File: src/rtl/acc_alu_pkg.sv
package acc_alu_pkg;
    localparam int DW      = 8;
    localparam int SELW    = 3;
    localparam int NGEN    = 6;
    localparam int NPAIR   = NGEN / 2;
    localparam logic [SELW-1:0] SEL_NONE = 3'd6;
    localparam logic [SELW-1:0] SEL_ACC  = 3'd7;

    typedef enum logic [3:0] {
        OP_LDR  = 4'd0,
        OP_LDI  = 4'd1,
        OP_ADDR = 4'd2,
        OP_ADDI = 4'd3,
        OP_SUBR = 4'd4,
        OP_SUBI = 4'd5,
        OP_INC  = 4'd6,
        OP_DEC  = 4'd7,
        OP_INCW = 4'd8,
        OP_DECW = 4'd9,
        OP_INV  = 4'd10,
        OP_NEG  = 4'd11,
        OP_XCH  = 4'd12
    } op_e;

    typedef struct packed {
        logic          acc_we;
        logic          dst_we;
        logic          pair_we;
        logic          swap;
        logic          zs_we;
        logic          c_we;
        logic [DW-1:0] res;
        logic [2*DW-1:0] pair_res;
        logic          z;
        logic          s;
        logic          c;
    } exec_t;
endpackage

File: src/rtl/acc_alu_bank.sv
module acc_alu_bank
    import acc_alu_pkg::*;
#(
    parameter int W  = DW,
    parameter int N  = NGEN,
    parameter int NR = 3
) (
    input  logic            clk,
    input  logic            rst_n,
    input  logic            wr_en,
    input  logic [SELW-1:0] wr_sel,
    input  logic [W-1:0]    wr_data,
    input  logic            pair_we,
    input  logic [1:0]      pair_sel,
    input  logic [2*W-1:0]  pair_data,
    input  logic            swap,
    input  logic [SELW-1:0] rd_sel  [NR],
    output logic [W-1:0]    rd_data [NR],
    output logic [2*W-1:0]  pair_q
);
    localparam int NP = N / 2;

    logic [W-1:0] main_r [N];
    logic [W-1:0] alt_r  [N];

    always_ff @(posedge clk or negedge rst_n) begin
        if (!rst_n) begin
            for (int i = 0; i < N; i++) begin
                main_r[i] <= '0;
                alt_r[i]  <= '0;
            end
        end else if (swap) begin
            for (int i = 0; i < N; i++) begin
                main_r[i] <= alt_r[i];
                alt_r[i]  <= main_r[i];
            end
        end else if (pair_we && (int'(pair_sel) < NP)) begin
            main_r[{pair_sel, 1'b0}] <= pair_data[2*W-1:W];
            main_r[{pair_sel, 1'b1}] <= pair_data[W-1:0];
        end else if (wr_en && (int'(wr_sel) < N)) begin
            main_r[wr_sel] <= wr_data;
        end
    end

    generate
        for (genvar g = 0; g < NR; g++) begin : g_rd
            assign rd_data[g] = (int'(rd_sel[g]) < N) ? main_r[rd_sel[g]] : '0;
        end
    endgenerate

    assign pair_q = (int'(pair_sel) < NP) ?
                    {main_r[{pair_sel, 1'b0}], main_r[{pair_sel, 1'b1}]} : '0;
endmodule

File: src/rtl/acc_alu_exec.sv
module acc_alu_exec
    import acc_alu_pkg::*;
(
    input  logic [3:0]      op_code,
    input  logic [DW-1:0]   acc,
    input  logic [DW-1:0]   src_val,
    input  logic [DW-1:0]   dst_val,
    input  logic [DW-1:0]   imm,
    input  logic [2*DW-1:0] pair_val,
    output exec_t           ex
);
    logic [DW:0]   wide;
    logic [DW-1:0] opnd;

    always_comb begin
        ex   = '0;
        wide = '0;
        opnd = (op_code == OP_ADDI || op_code == OP_SUBI) ? imm : src_val;
        case (op_code)
            OP_LDR: begin
                ex.dst_we = 1'b1;
                ex.res    = src_val;
            end
            OP_LDI: begin
                ex.dst_we = 1'b1;
                ex.res    = imm;
            end
            OP_ADDR, OP_ADDI: begin
                wide     = {1'b0, acc} + {1'b0, opnd};
                ex.acc_we = 1'b1;
                ex.zs_we  = 1'b1;
                ex.c_we   = 1'b1;
                ex.res    = wide[DW-1:0];
                ex.c      = wide[DW];
            end
            OP_SUBR, OP_SUBI: begin
                wide     = {1'b0, acc} - {1'b0, opnd};
                ex.acc_we = 1'b1;
                ex.zs_we  = 1'b1;
                ex.c_we   = 1'b1;
                ex.res    = wide[DW-1:0];
                ex.c      = wide[DW];
            end
            OP_INC, OP_DEC: begin
                ex.dst_we = 1'b1;
                ex.zs_we  = 1'b1;
                ex.res    = (op_code == OP_INC) ? dst_val + 1'b1 : dst_val - 1'b1;
            end
            OP_INCW: begin
                ex.pair_we  = 1'b1;
                ex.pair_res = pair_val + 1'b1;
            end
            OP_DECW: begin
                ex.pair_we  = 1'b1;
                ex.pair_res = pair_val - 1'b1;
            end
            OP_INV: begin
                ex.acc_we = 1'b1;
                ex.res    = ~acc;
            end
            OP_NEG: begin
                ex.acc_we = 1'b1;
                ex.zs_we  = 1'b1;
                ex.c_we   = 1'b1;
                ex.res    = '0 - acc;
                ex.c      = |acc;
            end
            OP_XCH: ex.swap = 1'b1;
            default: ex = '0;
        endcase
        ex.z = (ex.res == '0);
        ex.s = ex.res[DW-1];
    end
endmodule

File: src/rtl/acc_alu_core.sv
module acc_alu_core
    import acc_alu_pkg::*;
(
    input  logic            clk,
    input  logic            rst_n,
    input  logic            op_valid,
    input  logic [3:0]      op_code,
    input  logic [SELW-1:0] dst_sel,
    input  logic [SELW-1:0] src_sel,
    input  logic [DW-1:0]   imm,
    input  logic [SELW-1:0] obs_sel,
    output logic [DW-1:0]   obs_data,
    output logic [DW-1:0]   acc_q,
    output logic            flag_z,
    output logic            flag_s,
    output logic            flag_c
);
    localparam int NR = 3;

    logic [SELW-1:0] rd_sel  [NR];
    logic [DW-1:0]   rd_data [NR];
    logic [2*DW-1:0] pair_q;
    logic [DW-1:0]   src_val, dst_val;
    logic            dst_used, go;
    exec_t           ex;

    assign rd_sel[0] = src_sel;
    assign rd_sel[1] = dst_sel;
    assign rd_sel[2] = obs_sel;

    assign src_val  = (src_sel == SEL_ACC) ? acc_q : rd_data[0];
    assign dst_val  = (dst_sel == SEL_ACC) ? acc_q : rd_data[1];
    assign obs_data = (obs_sel == SEL_ACC) ? acc_q : rd_data[2];

    assign dst_used = (op_code == OP_LDR) || (op_code == OP_LDI) ||
                      (op_code == OP_INC) || (op_code == OP_DEC);
    assign go       = op_valid && !(dst_used && dst_sel == SEL_NONE);

    acc_alu_exec u_exec (
        .op_code  (op_code),
        .acc      (acc_q),
        .src_val  (src_val),
        .dst_val  (dst_val),
        .imm      (imm),
        .pair_val (pair_q),
        .ex       (ex)
    );

    acc_alu_bank #(.W(DW), .N(NGEN), .NR(NR)) u_bank (
        .clk       (clk),
        .rst_n     (rst_n),
        .wr_en     (go && ex.dst_we && dst_sel != SEL_ACC),
        .wr_sel    (dst_sel),
        .wr_data   (ex.res),
        .pair_we   (go && ex.pair_we),
        .pair_sel  (dst_sel[1:0]),
        .pair_data (ex.pair_res),
        .swap      (go && ex.swap),
        .rd_sel    (rd_sel),
        .rd_data   (rd_data),
        .pair_q    (pair_q)
    );

    always_ff @(posedge clk or negedge rst_n) begin
        if (!rst_n) begin
            acc_q  <= '0;
            flag_z <= 1'b0;
            flag_s <= 1'b0;
            flag_c <= 1'b0;
        end else if (go) begin
            if (ex.acc_we || (ex.dst_we && dst_sel == SEL_ACC))
                acc_q <= ex.res;
            if (ex.zs_we) begin
                flag_z <= ex.z;
                flag_s <= ex.s;
            end
            if (ex.c_we)
                flag_c <= ex.c;
        end
    end
endmodule

File: config.mk
export PLATFORM = sky130hd
export DESIGN_NAME = acc_alu_core
export DESIGN_NICKNAME = d
export VERILOG_FILES = /design/src/rtl/acc_alu_pkg.sv /design/src/rtl/acc_alu_bank.sv /design/src/rtl/acc_alu_exec.sv /design/src/rtl/acc_alu_core.sv
export SDC_FILE = /design/constraint.sdc
export NUM_CORES = 1
export LEC_CHECK = 0
export BUFFER_PORTS_ARGS = -buffer_cell sky130_fd_sc_hd__buf_4
export CORE_MARGIN = 2
export CORE_UTILIZATION = 58
export CTS_BUF_LIST = sky130_fd_sc_hd__clkbuf_16
export CTS_CLUSTER_DIAMETER = 80
export DETAILED_ROUTE_END_ITERATION = 8
export PLACE_DENSITY = 0.79
export SYNTH_ARGS = -nofsm -noshare
export SYNTH_HDL_FRONTEND = slang
export SYNTH_SLANG_ARGS = --single-unit
File: constraint.sdc
create_clock -name clk -period 7.9 [get_ports clk]
set_input_delay 0 -clock clk [delete_from_list [all_inputs] [get_ports clk]]
set_output_delay 0 -clock clk [all_outputs]
set_load 0.005 [all_outputs]
==> impl_metrics.toml <==
[clock_network]
cts_buffers = 9
post_cts_resized = 0
path_clk_slew_ps = 80
cts_max_path_buffers = 2
worstSkewPairLatency_ps = 370
clock_sinks = 107
cts_tree = "yes"
ctsRootBufferMaster = "clkbuf_16"
htreeDepth = 3

[setup_path]
cp_slowest_cell = "a21boi_0"
critical_path_class = "in2reg"
rr_startpoint = "acc_q[0]"
cp.arrival_ps = 4760
r2r_setup_slack_ps = 3660
rr_endpoint = "u_bank.main_r[38]"
cp-end-kind = "register"
reg2reg_depth = 16
cp.required_ps = 8160
worstSetupStartpointType = "primary input"
path_cells = "buf_4 > nor2b_1 > nand2_1 > a21boi_0 > nor2_1 > nor2_1 > ha_1 > inv_1 > fa_1 > nor2b_1 > o21ai_0 > a211oi_1 > a211o_1 > xnor2_1 > o211a_1 > o221ai_1 > mux2_2"
crit_fanout = 13
critical-path-max-stage-delay_ps = 1000

[sta]
setup-tns-final_ps = 0
maxSlewViolCount = 0
whs_ps = 114.3
min_period_ps = 4502
rsz0062_at_grt = "false"
maxSlewHeadroom = 0.1208
maxClockFrequency_mhz = 222.1
fin_ws_ps = 3398
timing.final.crit_share = 0.5698
tightest_slew_ps = 1314
setup_viol_count_final = 0
finalClockSkew_ps = 9.290
hold_viol = 0

[yosys]
synth_ff_type = "dfrtp_1"
synthArstFlopShare = 1.000
ys_types = 77
ys_seq_area_frac = 0.2963
synth-seq-cells = 107
synth-edff-count = 0
netlist_area_mm2 = 0.009037
synth_top_area_cell = "dfrtp_1"
synth_area_leaders = "dfrtp_1 (30%), nand2_1 (9.8%), ha_1 (5.5%)"
netlist.area_leader.share = 0.2963
syn_avg_cell_area_um2 = 8.033
synth_warnings = 0
syn_nets = 1193
syn_inst = 1125
yosysMostFrequentCell = "nand2_1"
synth_common_cells = "nand2_1 (237), nor2_1 (111), dfrtp_1 (107)"

[grt]
grt_usage = 0.3847
overflow = 0
grt_pass1_wl_um = 48690
grt_antenna_before_repair = 0
grt_max_degree = 73
grt_pass1_vias = 8613

[floorplan]
die_y_um = 128.8
coreArea_mm2 = 0.01520
io_pins = 43
fp.dieW_um = 128.8
rows = 45
start_util = 0.5945
die-area_mm2 = 0.01660

[placed_design]
place_area_mm2 = 0.009374
place_inst = 1297
io_buffers = 42
detailed_place_hpwl_um = 22540
dp_slack_ps = 3150
globalplace.congestion = 0.9752

[routing]
antenna_left = 0
routed_wl_um = 31430
via_count = 9218
initialDrtViolationCount = 1050
wl_per_cell_um = 23.90
dr.pass1.iters = 7
vias_per_cell = 7.010
drc_errors = 0

[job]
drv_cap = 0

[outcome]
outcome = "finished, final reports clean"

[final_layout]
fin_area_mm2 = 0.009712
area_delta_synth_final_pct = 7.462
final.fill_count = 1337
nets = 1190
layout-drive-gt1-share = 0.1162
layout.cells.non_filler = 1315
antenna_cells = 0

[power_and_ir_drop]
ir_worst_vdd_mv = 0.1507
powerDensity_mw_per_mm2 = 270.5
leakage_uw = 0.004347

[worst_hold_path]
hp-class = "in2async"
where the power goes:
part / leakage (uW) / switching (uW) / total (uW) / internal [uW]
registers: 0.00133 / 260 / 965 / 705
logic: 0.00286 / 667 / 1170 / 503
clock network: 0.000156 / 237 / 492 / 255
cell usage in the layout, fill, tap and decap left out, types with 24 or more instances in the layout:
| cell | n |
|---|---|
| nand2_1 | 237 |
| nor2_1 | 111 |
| dfrtp_1 | 107 |
| a21oi_1 | 73 |
| o21ai_0 | 56 |
| buf_4 | 54 |
| ha_1 | 40 |
| mux2i_1 | 33 |
| mux2_2 | 28 |
| nand3_1 | 27 |
| inv_1 | 26 |
| nor3_1 | 26 |
| a221oi_1 | 24 |
flip-flops by register name, indices dropped and copies added, names as in the netlist:
signal,flops
flag_c,1
u_bank.alt_r,48
flag_s,1
flag_z,1
u_bank.main_r,48
acc_q,8
how the worst max path moves through the flow:
stage / start / to / slack (ps) / depth (start not counted)
6_report: op_code[2] / u_bank.main_r[38] / 3400 / 17
5_1_grt: op_code[2] / u_bank.main_r[47] / 3020 / 16
3_5_place_dp: op_code[2] / u_bank.main_r[38] / 3150 / 17
3_3_place_gp: op_code[2] / u_bank.main_r[22] / 3300 / 17
2_1_floorplan: dst_sel[2] / u_bank.main_r[29] / 4510 / 15
4_1_cts: op_code[2] / u_bank.main_r[38] / 3520 / 17
area by class of cell:
| class | instances | area (um2) | area share |
|---|---|---|---|
| Tap cell | 188 | 235.2 | 0.02422 |
| Clock buffer | 9 | 225.2 | 0.02319 |
| Inverter | 29 | 108.9 | 0.01121 |
| Multi-Input combinational cell | 919 | 5947 | 0.6123 |
| Clock inverter | 7 | 92.59 | 0.009534 |
| Sequential cell | 107 | 2678 | 0.2757 |
| Timing Repair Buffer | 56 | 425.4 | 0.04380 |
per-stage QoR:
stage | power [uW] | util
after detailed placement | 2088 | 0.6166
after floorplan | 1687 | -
after global placement | 2065 | 0.6166
after global routing | 2766 | 0.6388
final | 2627 | 0.6388
after CTS | 2585 | 0.6388
per-layer routing:
| layer | up-vias | wire [um] | global-route usage |
|---|---|---|---|
| met5 | - | 0 | 0 |
| met1 | 4360 | 11800 | 0.5063 |
| li1 | 4102 | - | - |
| met4 | 0 | 2152 | 0.2449 |
| met2 | 621 | 14030 | 0.5904 |
| met3 | 135 | 3441 | 0.06570 |
cell families after synthesis:
group,count (synthesis),synth area share
simple gates,476,0.2308
compound gates,300,0.2309
flops,107,0.2963
buf+inv,99,0.04666
mux,76,0.1088
fa+ha+maj,44,0.06424
xor+xnor,23,0.02229
timing repair:
action                     CTS  global route
hold endpoints to repair    36             0
buffers inserted             0             0
hold buffers                 2             0
setup endpoints to repair    0             0
worst max-delay path: cells and delay by family:
family	cells	cell delay (ps)
compound gates	6	2290
simple gates	5	1220
fa+ha+maj	2	550
mux	1	300
buf+inv	2	210
xor+xnor	1	170
Note: power is estimated with default switching activity, not from simulation.
